--- config.mk ---
export PLATFORM = sky130hd
export DESIGN_NAME = i2c_evmaster
export DESIGN_NICKNAME = d
export VERILOG_FILES = /design/src/rtl/i2c_evmaster_pkg.sv /design/src/rtl/i2c_evmaster_dp.sv /design/src/rtl/i2c_evmaster_ctrl.sv /design/src/rtl/i2c_evmaster.sv
export SDC_FILE = /design/constraint.sdc
export NUM_CORES = 1
export LEC_CHECK = 0
export BUFFER_PORTS_ARGS = -buffer_cell sky130_fd_sc_hd__buf_2
export CAP_MARGIN = 5
export CORE_MARGIN = 2
export CORE_UTILIZATION = 55
export DETAILED_ROUTE_END_ITERATION = 12
export GPL_TIMING_DRIVEN = 0
export PLACE_DENSITY = 0.73
export SETUP_SLACK_MARGIN = 0.5
export SYNTH_ARGS = -nofsm -noshare
export SYNTH_HDL_FRONTEND = slang
export SYNTH_SLANG_ARGS = --single-unit
--- constraint.sdc ---
create_clock -name clk -period 3.65 [get_ports clk]
set_clock_uncertainty 0.2 [all_clocks]
set_input_delay 0.9125 -clock clk [delete_from_list [all_inputs] [get_ports clk]]
set_output_delay 0.9125 -clock clk [all_outputs]
set_load 0.05 [all_outputs]
--- src/rtl/i2c_evmaster_pkg.sv ---
package i2c_evmaster_pkg;
  localparam int BYTE_W = 8;
  localparam int CNT_W  = $clog2(BYTE_W + 1);

  localparam logic [1:0] A_CTRL = 2'd0;
  localparam logic [1:0] A_SR1  = 2'd1;
  localparam logic [1:0] A_SR2  = 2'd2;
  localparam logic [1:0] A_DATA = 2'd3;

  localparam int C_START = 0;
  localparam int C_STOP  = 1;
  localparam int C_ITE   = 2;
  localparam int C_TEN   = 3;

  typedef enum logic [3:0] {
    S_IDLE, S_STA, S_WSB, S_BLO, S_BHI, S_WHDR, S_WADR, S_WBTF, S_STP1, S_STP2
  } state_t;

  typedef enum logic [1:0] {K_HDR, K_ADR, K_DAT} kind_t;

  typedef struct packed {
    logic timerRun;
    logic load;
    logic shift;
    logic dataWr;
  } dpStrobe_t;
endpackage

--- src/rtl/i2c_evmaster_dp.sv ---
module i2c_evmaster_dp
  import i2c_evmaster_pkg::*;
#(
  parameter int HALF_CYC = 4
) (
  input  logic              clk,
  input  logic              rstN,
  input  dpStrobe_t         st,
  input  logic [BYTE_W-1:0] wdata,
  input  logic              sclIn,
  input  logic              sdaIn,
  output logic              tick,
  output logic              shMsb,
  output logic              lastBit,
  output logic              busy,
  output logic [BYTE_W-1:0] dataReg
);
  localparam int TW = (HALF_CYC > 1) ? $clog2(HALF_CYC) : 1;

  logic [TW-1:0]     timer;
  logic [BYTE_W-1:0] shReg;
  logic [CNT_W-1:0]  bitCnt;
  logic              sclQ, sdaQ;

  assign tick    = st.timerRun && (timer == TW'(HALF_CYC - 1));
  assign shMsb   = shReg[BYTE_W-1];
  assign lastBit = (bitCnt == CNT_W'(BYTE_W));

  // half-period timer, parked at zero outside timed states
  always_ff @(posedge clk) begin
    if (!rstN || !st.timerRun || tick) timer <= '0;
    else                               timer <= timer + 1'b1;
  end

  always_ff @(posedge clk) begin
    if (!rstN) begin
      shReg  <= '0;
      bitCnt <= '0;
    end else if (st.load) begin
      shReg  <= wdata;
      bitCnt <= '0;
    end else if (st.shift) begin
      shReg  <= {shReg[BYTE_W-2:0], 1'b0};
      bitCnt <= bitCnt + 1'b1;
    end
  end

  always_ff @(posedge clk) begin
    if (!rstN)          dataReg <= '0;
    else if (st.dataWr) dataReg <= wdata;
  end

  // bus condition monitor
  always_ff @(posedge clk) begin
    if (!rstN) begin
      sclQ <= 1'b1;
      sdaQ <= 1'b1;
      busy <= 1'b0;
    end else begin
      sclQ <= sclIn;
      sdaQ <= sdaIn;
      if (sclIn && sclQ && sdaQ && !sdaIn)      busy <= 1'b1;
      else if (sclIn && sclQ && !sdaQ && sdaIn) busy <= 1'b0;
    end
  end
endmodule

--- src/rtl/i2c_evmaster_ctrl.sv ---
module i2c_evmaster_ctrl
  import i2c_evmaster_pkg::*;
(
  input  logic              clk,
  input  logic              rstN,
  input  logic [1:0]        regAddr,
  input  logic              regWr,
  input  logic              regRd,
  input  logic [3:0]        ctrlBits,
  input  logic              sdaIn,
  input  logic              tick,
  input  logic              shMsb,
  input  logic              lastBit,
  input  logic              busy,
  input  logic [BYTE_W-1:0] dataReg,
  output dpStrobe_t         st,
  output logic [BYTE_W-1:0] regRdata,
  output logic              irq,
  output logic              sclLow,
  output logic              sdaLow,
  output logic [3:0]        evtFlags,
  output logic              master
);
  state_t state;
  kind_t  kind;
  logic sb, hdr, adr, btf, af, ite, ten, stopBit, stopPend, srSeen;
  logic wrCtrl, wrData, rdSr1, rdSr2, waitState, evf;
  logic relSb, relHdr, relAdr, relBtf, stopGo;

  assign wrCtrl    = regWr && regAddr == A_CTRL;
  assign wrData    = regWr && regAddr == A_DATA;
  assign rdSr1     = regRd && regAddr == A_SR1;
  assign rdSr2     = regRd && regAddr == A_SR2;
  assign waitState = state inside {S_WSB, S_WHDR, S_WADR, S_WBTF};
  assign evf       = sb | hdr | adr | btf;
  assign evtFlags  = {btf, hdr, adr, sb};
  assign irq       = ite & evf;

  assign relSb  = state == S_WSB  && srSeen && wrData;
  assign relHdr = state == S_WHDR && srSeen && wrData;
  assign relAdr = state == S_WADR && srSeen && wrCtrl;
  assign relBtf = state == S_WBTF && srSeen && wrData;
  assign stopGo = state == S_WBTF && wrCtrl && !ctrlBits[C_STOP] && stopPend;

  always_comb begin
    st          = '0;
    st.timerRun = state inside {S_STA, S_BLO, S_BHI, S_STP1, S_STP2};
    st.load     = relSb | relHdr | relBtf;
    st.shift    = state == S_BHI && tick && !lastBit;
    st.dataWr   = wrData;
  end

  // line drives decoded from state
  always_comb begin
    sclLow = !(state inside {S_IDLE, S_STA, S_BHI, S_STP2});
    case (state)
      S_STA, S_WSB, S_STP1, S_STP2: sdaLow = 1'b1;
      S_BLO, S_BHI:                 sdaLow = !lastBit && !shMsb;
      default:                      sdaLow = 1'b0;
    endcase
  end

  always_comb begin
    case (regAddr)
      A_CTRL:  regRdata = {4'b0, ten, ite, stopBit, 1'b0};
      A_SR1:   regRdata = {evf, 1'b0, master, 1'b0, btf, hdr, adr, sb};
      A_SR2:   regRdata = {6'b0, busy, af};
      default: regRdata = dataReg;
    endcase
  end

  always_ff @(posedge clk) begin
    if (!rstN) begin
      state <= S_IDLE; kind <= K_ADR;
      {sb, hdr, adr, btf, af, ite, ten, stopBit, stopPend, srSeen, master} <= '0;
    end else begin
      if (wrCtrl) begin
        ite     <= ctrlBits[C_ITE];
        ten     <= ctrlBits[C_TEN];
        stopBit <= ctrlBits[C_STOP];
      end
      if (rdSr1 && waitState) srSeen <= 1'b1;
      if (rdSr2)              af     <= 1'b0;
      case (state)
        S_IDLE: if (wrCtrl && ctrlBits[C_START] && !busy) begin
          master <= 1'b1; state <= S_STA;
        end
        S_STA: if (tick) begin sb <= 1'b1; state <= S_WSB; end
        S_WSB: if (relSb) begin
          sb <= 1'b0; srSeen <= 1'b0; kind <= ten ? K_HDR : K_ADR; state <= S_BLO;
        end
        S_BLO: if (tick) state <= S_BHI;
        S_BHI: if (tick) begin
          if (lastBit) begin
            if (sdaIn) af <= 1'b1;
            case (kind)
              K_HDR:   begin hdr <= 1'b1; state <= S_WHDR; end
              K_ADR:   begin adr <= 1'b1; state <= S_WADR; end
              default: begin btf <= 1'b1; state <= S_WBTF; end
            endcase
          end else state <= S_BLO;
        end
        S_WHDR: if (relHdr) begin
          hdr <= 1'b0; srSeen <= 1'b0; kind <= K_ADR; state <= S_BLO;
        end
        S_WADR: if (relAdr) begin
          adr <= 1'b0; btf <= 1'b1; srSeen <= 1'b0; state <= S_WBTF;
        end
        S_WBTF: begin
          if (relBtf) begin
            btf <= 1'b0; srSeen <= 1'b0; kind <= K_DAT; state <= S_BLO;
          end else if (stopGo) begin
            btf <= 1'b0; srSeen <= 1'b0; stopPend <= 1'b0; state <= S_STP1;
          end else if (wrCtrl && ctrlBits[C_STOP]) stopPend <= 1'b1;
        end
        S_STP1: if (tick) state <= S_STP2;
        S_STP2: if (tick) begin master <= 1'b0; state <= S_IDLE; end
        default: state <= S_IDLE;
      endcase
    end
  end
endmodule

--- src/rtl/i2c_evmaster.sv ---
module i2c_evmaster
  import i2c_evmaster_pkg::*;
#(
  parameter int HALF_CYC = 4
) (
  input  logic       clk,
  input  logic       rstN,
  input  logic [1:0] regAddr,
  input  logic       regWr,
  input  logic       regRd,
  input  logic [7:0] regWdata,
  output logic [7:0] regRdata,
  output logic       irq,
  input  logic       sclIn,
  input  logic       sdaIn,
  output logic       sclDriveLow,
  output logic       sdaDriveLow
);
  dpStrobe_t         st;
  logic              tick, shMsb, lastBit, busy, master;
  logic [BYTE_W-1:0] dataReg;
  logic [3:0]        evtFlags;

  i2c_evmaster_dp #(.HALF_CYC(HALF_CYC)) u_dp (
    .clk(clk), .rstN(rstN), .st(st), .wdata(regWdata), .sclIn(sclIn),
    .sdaIn(sdaIn), .tick(tick), .shMsb(shMsb), .lastBit(lastBit),
    .busy(busy), .dataReg(dataReg)
  );

  i2c_evmaster_ctrl u_ctrl (
    .clk(clk), .rstN(rstN), .regAddr(regAddr), .regWr(regWr), .regRd(regRd),
    .ctrlBits(regWdata[3:0]), .sdaIn(sdaIn), .tick(tick), .shMsb(shMsb),
    .lastBit(lastBit), .busy(busy), .dataReg(dataReg), .st(st),
    .regRdata(regRdata), .irq(irq), .sclLow(sclDriveLow), .sdaLow(sdaDriveLow),
    .evtFlags(evtFlags), .master(master)
  );
endmodule

### Yosys cells after proc, flatten, opt, wreduce, memory -nomap -nowiden

Index checks and enable logic that the tools add are counted.

| storage, ports and cells | value |
|---|---|
| register bits | 42 |
| bits of input ports | 16 |
| word-level logic and storage cells | 188 |
| output and inout bits | 11 |

| operators by class | value |
|---|---|
| equality and inequality tests | 30 |
| add/subtract/negate cells | 2 |
| bitwise logic cells | 8 |
| reduce and logical (&&, ||, !) cells | 66 |
| mux-type cells | 62 |

Operator list:

| cell | number |
|---|---|
| $mux W4 | 11 |
| $pmux W4 S10 | 1 |
| $mux W1 | 34 |
| $logic_and A1 B1 Y1 | 28 |
| $pmux W8 S3 | 1 |
| $ne A2 B1 Y1 const B | 10 |
| $eq A4 B3 Y1 const B | 4 |
| $mux W8 | 2 |
| $reduce_bool A2 Y1 | 7 |
| $eq A4 B4 Y1 const B | 3 |
| $pmux W1 S2 | 5 |
| $reduce_and A10 Y1 | 1 |
| $reduce_and A5 Y1 | 2 |
| $logic_not A1 Y1 | 9 |
| $reduce_and A3 Y1 | 3 |
| $eq A4 B2 Y1 const B | 2 |
| $ne A2 B2 Y1 const B | 4 |
| $reduce_bool A4 Y1 | 2 |
| $eq A2 B2 Y1 const B | 3 |
| $mux W2 | 3 |
| $pmux W2 S3 | 1 |
| $reduce_and A6 Y1 | 1 |
| $reduce_bool A3 Y1 | 2 |
| $reduce_or A2 Y1 | 3 |
| other kinds (18) | 26 |

### Longest topological paths before layout

Gate-level depths: netlist of the first run.

| logic depth | value |
|---|---|
| depth after elaboration | 8 |
| mapped depth | 8 |
| gate-level depth less buffers | 7 |

### Hierarchy

From an unflattened synthesis of the first run, not the netlist that was laid out.

| unflattened totals | value |
|---|---|
| cell total of the unflattened synthesis | 271 |
| area total of the unflattened synthesis | 2383.5 µm² |

By module, submodules not included:

| module | sequential area each (µm²) | cells an instance | instances | area an instance (µm²) |
|---|---|---|---|---|
| i2c_evmaster_ctrl | 340.3 | 164 | 1 | 1335.0 |
| i2c_evmaster_dp | 500.5 | 107 | 1 | 1048.5 |

### Worst setup path after synthesis of the first run

No wires, ideal clock.

| timing | value |
|---|---|
| path type | input port to output port |
| from | in regAddr[0] |
| to | out regRdata[2] |
| path slack | 0.008 ns |
| buffers on the path | 2 |
| required time | 2.538 ns |
| arrival | 2.529 ns |
| cell stages on the path | 4 |
| cell sequence | buf_4 clkbuf_1 mux2i_1 o21ai_0 |

| between the ends | value |
|---|---|
| word-level cells in the longest chain between the ends | 2 |
| elaborated cells between the ends (all ways) | 4 |
| those cells by class | eq/ne (2); mux (1); reduce/logical (1) |

RTL lines:

| item | RTL line | text |
|---|---|---|
| from (decl) | i2c_evmaster.sv:8 | `input logic [1:0] regAddr,` |
| $eq A2 B2 Y1, or another cell as far along | i2c_evmaster_ctrl.sv:64 | `case (regAddr)` |
| $pmux W8 S3 (*) | i2c_evmaster_ctrl.sv:64 |  |
| to (decl) | i2c_evmaster.sv:12 | `output logic [7:0] regRdata,` |

Every way passes the cells marked *; elsewhere a longest branch is shown, timed or not.

### Worst setup path after layout of the first run

| timing | value |
|---|---|
| from | reg u_ctrl.state[2] |
| to | out sclDriveLow |

| between the ends | value |
|---|---|
| word-level cells in the longest chain between the ends | 3 |
| elaborated cells between the ends (all ways) | 6 |
| those cells by class | eq/ne (3); reduce/logical (3) |

RTL lines:

| item | RTL line | text |
|---|---|---|
| from (decl) | i2c_evmaster_ctrl.sv:24 | `state_t state;` |
| from (signal assigned) | i2c_evmaster_ctrl.sv:74 | `state <= S_IDLE; kind <= K_ADR;` |
| from (signal assigned) | i2c_evmaster_ctrl.sv:86 | `master <= 1'b1; state <= S_STA;` |
| from (signal assigned) | i2c_evmaster_ctrl.sv:88 | `S_STA: if (tick) begin sb <= 1'b1; state <= S_WSB; end` |
| $eq A4 B1 Y1, or another cell as far along | i2c_evmaster_ctrl.sv:55 | `sclLow = !(state inside {S_IDLE, S_STA, S_BHI, S_STP2});` |
| $reduce_bool A4 Y1 (*) | i2c_evmaster_ctrl.sv:55 |  |
| $logic_not A1 Y1 (*) | i2c_evmaster_ctrl.sv:55 |  |
| to (decl) | i2c_evmaster.sv:16 | `output logic sclDriveLow,` |

Marks and branches as above.

==> results of run 1 <==
-- repair_timing --
item	CTS	global route
gates resized for setup	2	6
pin swaps	0	0
endpoints found under the setup margin	2	2
cloned	0	0
setup buffers	0	0
-- per-layer routing --
metal  up-vias  wire (um)
met3         6        434
met5         -          0
met1       965       2530
li1       1042          -
met4         0         55
met2        93       2610
-- power groups by stage --
stage          clock network (W)  logic [W]  registers, W
6_report                0.000369   0.000253      0.000479
2_1_floorplan                  0   0.000185      0.000488
3_5_place_dp                   0   0.000238      0.000490
4_1_cts                 0.000372   0.000243      0.000479
3_3_place_gp                   0   0.000237      0.000489
5_1_grt                 0.000392   0.000272      0.000481
-- sequential cells by signal, summed over array words and instances (netlist names), 2 cells and up --
register and cells:
u_ctrl.kind 2, u_dp.shReg 8, u_dp.timer 2, u_dp.bitCnt 4, u_dp.dataReg 8, u_ctrl.state 4
-- stage by stage --
stage	cell area [um2]	power [W]	hold slack, ns	cells
after floorplan	2360	0.000672	0.199	272
after global placement	2540	0.000727	0.211	346
after detailed placement	2540	0.000728	0.223	346
after CTS	2650	0.00109	0.234	354
after global routing	2660	0.00114	0.264	354
final	2660	0.00110	0.228	354
-- layout by cell type (no fill, tap or decap), types with 3 or more instances in the layout --
| cell type | n |
|---|---|
| a21boi_0 | 8 |
| a21oi_1 | 12 |
| a31oi_1 | 5 |
| and3_1 | 5 |
| buf_2 | 28 |
| buf_6 | 4 |
| clkbuf_1 | 10 |
| clkbuf_2 | 3 |
| clkbuf_8 | 5 |
| dfxtp_1 | 40 |
| ha_1 | 3 |
| inv_1 | 10 |
| mux2i_1 | 21 |
| nand2_1 | 29 |
| nand3_1 | 10 |
| nand3b_1 | 3 |
| nand4_1 | 5 |
| nor2_1 | 19 |
| nor2b_1 | 12 |
| nor4_1 | 3 |
| o211a_1 | 7 |
| o21ai_0 | 9 |
| o22ai_1 | 3 |
| o41ai_1 | 4 |
-- cells by family (layout without fill, tap and decap cells) --
group / count (synthesis) / after routing / share of synthesized area, %
and+or+nand+nor: 104 / 104 / 24.3
AOI/OAI and AO/OA: 65 / 65 / 20.1
DFF: 42 / 42 / 35.8
buffers and inverters: 32 / 64 / 6.66
muxes: 23 / 23 / 10.4
adders and majority gates: 3 / 3 / 1.60
xor gates and xnor gates: 3 / 3 / 1.12
-- how the worst min path moves through the flow --
stage | to | slack [ns]
3_5_place_dp | u_dp.timer[0] | 0.22
3_3_place_gp | u_dp.timer[0] | 0.21
4_1_cts | u_dp.timer[0] | 0.23
5_1_grt | u_dp.timer[0] | 0.26
6_report | u_dp.timer[0] | 0.23
2_1_floorplan | u_dp.timer[0] | 0.20
-- layout make-up --
cell class	count	area (um2)
inverters	10	37.5
flip-flops and latches	42	843
fillers	346	1400
multi-input cells	198	1360
clock buffers	6	72.6
clock inverters	2	37.5
plain buffers	22	123
well taps	50	62.6
repair buffers	24	126
==> impl_metrics.ini, run 1 <==
[synth]
synth_top_area_cell = dfxtp_1
synth-edff-count = 0
synth.distinct_cells = 54
syn_area_um2 = 2350
yosys_register_bits = 42
yosys.cell_count.top_type = dfxtp_1
synth-main-ff-cell = dfxtp_1
yosysSeqAreaShare_pct = 35.8
synth.avg_cell_area_um2 = 8.63
ys_top_cells_by_count = 42 x dfxtp_1, 29 x nand2_1, 21 x mux2i_1
synthArstFlopShare_pct = 0
ys_warn_count = 0
synth_cells = 272
synth_fp_nets = 291
synth_top_area_share_pct = 35.8
synthTopCellsByArea = dfxtp_1 36%, mux2i_1 9.0%, nand2_1 4.6%, nor2b_1 3.5%, nor2_1 3.0%

[placed_design]
portBuffers = 24
place_ws_ns = 0.493
gp_congestion = 0.977
place_hpwl_mm = 4.03

[global_routing]
grt_pass1_vias = 1958
grt_most_used_layer = met2
gr-usage-all-layers_pct = 23.9
grtUsageMet1_pct = 31.1
globalRouteMet3Util_pct = 5.67
grt_pass1_wl_mm = 9.37
overflow = 0
antenna_found_initial = 0
grt_max_degree = 14
use_met2_pct = 39.5

[clock_network]
htree_levels = 2
ctsHoldBuffers = 0
clk_latency_ns = 0.30
clockBufferDepth = 2
cts_buffers = 5
path_clk_slew_ns = 0.08
cts_tree = done
clkSinkCount = 42
cts_root_buffer = clkbuf_8

[critical_path]
critPathCaptureType = primary output
path_depth = 6
crit_family = buffers and inverters
crit_fanout = 10
worstPathArrival_ns = 1.98
max_stage_delay_ns = 0.39
cpMaxStageDelayCell = clkbuf_1
crit_buf_inv = 4
crit_chain = buf_2, clkbuf_1, buf_2, a21oi_1, o21ai_0, buf_2
r2r_setup_slack_ns = 1.55
start_kind = flop
r2r_start = u_ctrl.state[0]
reg2reg_depth = 8
timing.rr.end = u_dp.bitCnt[1]
cpMostUsedCell = buf_2
path_class = flop to primary output
cp_data_required_time_ns = 2.54
crit_end = sclDriveLow
critPathLaunch = u_ctrl.state[2]

[sta]
slew_headroom_pct = 64.8
max_slew.worst_pin.slew_ns = 0.527
max_freq_mhz = 324
fin_ws_ns = 0.561
tns_ns = 0
final.period_utilization_pct = 84.6
maxSlewViolCount = 0
fin_crit_ns = 3.09
finalSetupViolCount = 0
finalHoldViolCount = 0
rsz0062_at_grt = true

[routing]
drc_errors = 0
first_pass_iters = 6
routed_wl_mm = 5.63
viasPerCell = 5.95
ant_nets = 0
wl_per_cell_um = 15.9
vias = 2106
drt_iter0_drc = 240

[power]
ir_drop_uv = 244
total_leakage_power_nw = 1.21
seqPwrFrac_pct = 43.5
p_per_area_nw_per_um2 = 413
p_sw_share_pct = 30.2
combPwrFrac_pct = 23.0
p_sw_w = 0.000332
clkPwrFrac_pct = 33.5
p_int_w = 0.000768

[status]
status = completed

[floorplanning]
coreArea_um2 = 4060
rows = 23
dieHeight_um = 69.3
die_w_um = 69.3
ioPinCount = 27
start_util_pct = 57.8
die_area_um2 = 4810

[finish]
finish.utilization_pct = 65.6
area_growth_syn_to_layout_pct = 13.4
nets = 322
drive_above_1_share_pct = 19.1
diodes = 0

[min_path]
hold_path_class = flop to flop
worstHoldStart = u_dp.timer[0]
holdPathStages = 1

[run]
maxCapViolations = 0
Power figures use the tool's default switching activity.
==> inputs of run 2 (changes only) <==
ABC_AREA = 1   (was not set)
CORE_UTILIZATION = 52   (was 55)
PLACE_DENSITY = 0.72   (was 0.73)
clock period = 2.75 ns   (was 3.65 ns; I/O delays follow)
==> run 2 against run 1 <==
Net effect:
- synthesized area down 5.8%
- via count up 7.2%
- sequential power up 58%
- critical endpoint is now regRdata[1]
- largest cell class unchanged
==> impl_metrics.ini, run 2 <==
[status]
status = completed

[finish]
area_growth_syn_to_layout_pct = 30.3
final_common_cell = nand2_1
top_regs = u_dp.dataReg: 8 flops, u_dp.shReg: 8 flops
finish.utilization_pct = 71.0
nets = 383
drive_above_1_share_pct = 30.1
diodes = 0
mostFrequentLayoutCells = 70 x nand2_1, 36 x dfxtp_1, 35 x nor2_1

[sta]
finalHoldViolCount = 0
rsz0062_at_grt = true
fin_crit_ns = 2.33
slew_headroom_pct = 62.0
max_freq_mhz = 429
final.period_utilization_pct = 84.8
finalSetupViolCount = 0
tns_ns = 0
maxSlewViolCount = 0
max_slew.worst_pin.slew_ns = 0.570

[clock_network]
cts_tree = done
clockBufferDepth = 2
path_clk_slew_ns = 0.08
cts_buffers = 5
clkSinkCount = 42
cts_root_buffer = clkbuf_8
htree_levels = 2
ctsHoldBuffers = 0
clk_latency_ns = 0.30

[routing]
first_pass_iters = 5
viasPerCell = 5.44
drt_iter0_drc = 188
drc_errors = 0
routed_wl_mm = 5.88
vias = 2258
wl_per_cell_um = 14.2
ant_nets = 0

[placed_design]
portBuffers = 26
gp_congestion = 0.918
place_hpwl_mm = 4.16

[floorplanning]
die_w_um = 69.2
ioPinCount = 27
start_util_pct = 54.5
rows = 23
coreArea_um2 = 4060
die_area_um2 = 4790
dieHeight_um = 69.2

[power]
p_sw_w = 0.00103
p_int_w = 0.00133
total_leakage_power_nw = 1.17
p_per_area_nw_per_um2 = 818
clkPwrFrac_pct = 18.2
seqPwrFrac_pct = 32.1
combPwrFrac_pct = 49.7
p_sw_share_pct = 43.7
ir_drop_uv = 495

[critical_path]
cp_data_required_time_ns = 1.86
reg2reg_depth = 11
crit_fanout = 5
timing.rr.end = u_ctrl.state[0]
worstPathArrival_ns = 1.44
start_kind = input pin
path_class = input pin to primary output
critPathCaptureType = primary output
r2r_setup_slack_ns = 0.81
r2r_start = u_ctrl.state[1]

[synth]
synthTopCellsByArea = dfxtp_1 38%, nand2_1 13%, inv_1 6.8%, nor2_1 6.6%, o21ai_0 4.1%
synth_top_area_share_pct = 38.0
ys_warn_count = 0
yosysSeqAreaShare_pct = 38.0
synthArstFlopShare_pct = 0
ys_top_cells_by_count = 74 x nand2_1, 42 x dfxtp_1, 40 x inv_1
yosys.cell_count.top_type = nand2_1
synth_top_area_cell = dfxtp_1
synth_fp_nets = 337
synth_cells = 318
synth.distinct_cells = 38
synth-main-ff-cell = dfxtp_1
synth.avg_cell_area_um2 = 6.96
synth-edff-count = 0
yosys_register_bits = 42
syn_area_um2 = 2210

[global_routing]
antenna_found_initial = 0
grt_pass1_vias = 2149
grt_pass1_wl_mm = 9.96
gr-usage-all-layers_pct = 25.5
grt_max_degree = 14
overflow = 0

[min_path]
holdPathStages = 1
worstHoldStart = u_dp.timer[0]
min_to = u_dp.timer[0]
hold_path_class = flop to flop

[run]
maxCapViolations = 0
## run 2: cell count changes after synthesis, sizes merged, moves of 7 or more
cell / before / now
clkbuf: 12 / 4
o211a: 7 / 0
mux2i: 21 / 0
a21boi: 8 / 0
o21ai: 12 / 20
nor2: 19 / 49
inv: 10 / 42
nand2: 29 / 89
nor2b: 13 / 0
buf: 10 / 2
## run 2: how the worst max path moves through the flow
stage	endpoint	cells past startpoint	startpoint	slack [ns]
floorplan	regRdata[0]	2	regAddr[0]	0.29
global placement	regRdata[1]	6	regAddr[0]	0.14
detailed placement	regRdata[1]	6	regAddr[0]	0.14
CTS	sdaDriveLow	6	u_ctrl.state[0]	0.39
global route	sdaDriveLow	6	u_dp.bitCnt[0]	0.38
finish	regRdata[1]	6	regAddr[0]	0.42
## run 2: area by class of cell
cell class	count	area, um2
plain buffers	6	31.3
clock buffers	7	86.3
clock inverters	1	8.76
fillers	346	1180
inverters	44	189
multi-input cells	226	1350
flip-flops and latches	42	856
well taps	50	62.6
repair buffers	39	299
## run 2: critical path: stages
cell and delay (ns):
buf_12 0.11, inv_8 0.03, nor2_4 0.16, inv_4 0.08, o2111ai_4 0.19, buf_6 0.18
## run 2: what timing repair did
| item | in CTS | in global routing |
|---|---|---|
| pin swaps | 9 | 7 |
| setup endpoints to repair | 11 | 9 |
| setup buffers | 11 | 2 |
| gates resized for setup | 50 | 18 |
## run 2: power by group through the flow
| stage | logic [W] | clock network, W | registers [W] |
|---|---|---|---|
| 6_report | 0.00117 | 0.000430 | 0.000756 |
| 5_1_grt | 0.00125 | 0.000462 | 0.000762 |
| 4_1_cts | 0.00108 | 0.000433 | 0.000743 |
| 3_5_place_dp | 0.000915 | 0 | 0.000722 |
| 3_3_place_gp | 0.000914 | 0 | 0.000721 |
| 2_1_floorplan | 0.000740 | 0 | 0.000709 |
## run 2: kinds of logic (layout without fill, tap and decap cells)
logic type,after synthesis,in the layout,synth area share (%)
compound gates,61,61,16.9
xor+xnor,1,1,0.396
fa+ha+maj,3,3,1.70
buf+inv,50,97,9.05
flops,42,42,38.0
simple gates,161,161,33.9
## run 2: layer usage
metal | up-vias | share of wire (%) | global-route usage (%)
met5 | - | 0 | 0
met4 | 0 | 2.2 | 9.37
met3 | 17 | 5.4 | 5.23
met2 | 83 | 47 | 40.7
met1 | 1027 | 45 | 34.2
li1 | 1131 | - | -
## run 2: per-stage QoR
stage	power [W]	cell area [um2]	hold WS [ns]	worst slack, ns	std cells
2_1_floorplan	0.00145	2280	0.198	0.290	318
3_3_place_gp	0.00163	2480	0.210	0.144	394
3_5_place_dp	0.00164	2480	0.221	0.140	394
4_1_cts	0.00226	2790	0.233	0.394	413
5_1_grt	0.00248	2880	0.255	0.377	415
6_report	0.00236	2880	0.227	0.419	415
==> inputs of run 3 (changes only) <==
clock period = 2.14 ns   (was 2.75 ns; I/O delays follow)
==> run 3 against run 2 <==
Net effect:
- the flow now finishes with violations (negative setup slack)
- global-route usage rose by 3.4 points
- sequential power increased by 30%
- hold slack lost 0.0080 ns
- sequential share of layout area is 5.2 points lower
- combinational power grew 100%
- flip-flop and latch count did not move
- critical path type is now flop to primary output
==> impl_metrics.ini, run 3 (same netlist as run 2, synthesis figures left out) <==
[status]
status = finished, violations left
violations = negative setup slack

[routing]
viasPerCell = 6.08
wl_met1_mm = 3.16
drc_errors = 0
route.met3.wl_um = 750
top_layer = met4
ant_nets = 0
vias = 2698
routed_wl_mm = 8.50
met2RoutedLength_mm = 3.97
wl_per_cell_um = 19.1
first_pass_iters = 6
drt_iter0_drc = 334

[critical_path]
max_stage_delay_ns = 0.39
r2r_setup_slack_ns = 0.02
cpMostUsedCell = nor2_4
critPathCaptureType = primary output
start_kind = flop
timing.rr.end = u_ctrl.state[1]
crit_buf_inv = 2
cp_data_required_time_ns = 1.40
worstPathArrival_ns = 1.57
crit_chain = inv_6, nand2_8, nor2_4, nor2_4, o311ai_4, buf_6
crit_fanout = 6
r2r_start = u_ctrl.state[2]
reg2reg_depth = 14
cpMaxStageDelayCell = dfxtp_4
crit_family = flip-flops
path_class = flop to primary output

[sta]
slew_headroom_pct = 58.4
max_freq_mhz = 433
rsz0062_at_grt = true
fin_ws_ns = -0.167
tns_ns = -0.183
maxSlewViolCount = 0
finalSetupViolCount = 2
max_slew.worst_pin.slew_ns = 0.624
finalHoldViolCount = 0
fin_crit_ns = 2.31
final.period_utilization_pct = 108

[power]
p_per_area_nw_per_um2 = 1100
total_leakage_power_nw = 1.45
ir_drop_uv = 802
p_total_w = 0.00388

[finish]
nets = 412
final_area_um2 = 3520
drive_above_1_share_pct = 48.2
final_common_cell = nand2_1
mostFrequentLayoutCells = 57 x nand2_1, 34 x dfxtp_1, 26 x buf_6
instances_no_fill = 444
diodes = 0
area_growth_syn_to_layout_pct = 59.3
top_regs = u_dp.dataReg: 8 flops, u_dp.shReg: 8 flops

[placed_design]
portBuffers = 26
place_ws_ns = -0.181
dp_cells = 394
place_hpwl_mm = 4.32
placed_area_um2 = 2560
gp_congestion = 0.944

[floorplanning]
coreArea_um2 = 4060
dieHeight_um = 69.2
die_w_um = 69.2
ioPinCount = 27
start_util_pct = 54.5
rows = 23
die_area_um2 = 4790

[min_path]
holdPathStages = 1
hold_path_class = flop to flop
min_to = u_dp.timer[0]
worstHoldStart = u_dp.timer[0]

[clock_network]
clkSinkCount = 42
clk_latency_ns = 0.31
htree_levels = 2
clockBufferDepth = 2
cts_root_buffer = clkbuf_8
cts_buffers = 5
ctsHoldBuffers = 0
cts_tree = done
path_clk_slew_ns = 0.09

[global_routing]
gr-usage-all-layers_pct = 28.9
overflow = 0
grt_max_degree = 14
grt_pass1_vias = 2312
antenna_found_initial = 0
grt_pass1_wl_mm = 11.0

[run]
maxCapViolations = 0
==> run 3: area by class of cell <==
| cell class | instances | area (um2) |
|---|---|---|
| Clock buffer | 6 | 82.6 |
| Inverter | 44 | 209 |
| Sequential cell | 42 | 863 |
| Timing Repair Buffer | 68 | 642 |
| Buffer | 6 | 47.5 |
| Tap cell | 50 | 62.6 |
| Fill cell | 217 | 534 |
| Multi-Input combinational cell | 226 | 1600 |
| Clock inverter | 2 | 12.5 |
==> run 3: worst max path at each step <==
| stage | from | end | slack (ns) | cells past startpoint |
|---|---|---|---|---|
| 2_1_floorplan | regAddr[0] | regRdata[0] | -0.01 | 2 |
| 3_3_place_gp | regAddr[0] | regRdata[1] | -0.19 | 6 |
| 3_5_place_dp | regAddr[0] | regRdata[1] | -0.18 | 6 |
| 4_1_cts | u_ctrl.state[0] | sdaDriveLow | -0.06 | 6 |
| 5_1_grt | u_ctrl.state[2] | sdaDriveLow | -0.18 | 6 |
| 6_report | u_ctrl.state[2] | sdaDriveLow | -0.17 | 6 |
==> run 3: timing repair <==
item | 4_1_cts | 5_1_grt
pin swaps | 16 | 47
endpoints found under the setup margin | 37 | 40
setup buffers | 23 | 18
cloned | 1 | 0
resized for setup | 90 | 78
==> run 3: layer usage <==
layer  global-route usage [%]  up-vias
met3                     5.52       65
li1                         -     1184
met2                     47.9      182
met4                     13.3        0
met1                     36.3     1267
met5                        0        -
==> run 3: where the power goes <==
part	internal (W)	switching, W
clock	0.000260	0.000304
combinational	0.000982	0.00136
sequential	0.000873	0.000109
total	0.00211	0.00177
==> run 3: worst register-to-register path, stage by stage, from the launching register on <==
cell and delay, ns:
dfxtp_4 0.39, inv_6 0.09, nand2_8 0.07, nor2_4 0.15, nor2_4 0.07, buf_4 0.15, buf_6 0.12, nand2_4 0.08
nand2_4 0.07, nand2_4 0.12, nand2_4 0.06, nor2_4 0.20, nand2_1 0.13, nand2_1 0.07, nor2_1 0.05
==> run 3: per-stage QoR <==
step                      utilization, %  hold WS, ns
final                               86.8        0.219
after global routing                86.8        0.237
after floorplan                        -        0.198
after global placement              63.1        0.211
after CTS                           76.9        0.229
after detailed placement            63.1        0.218
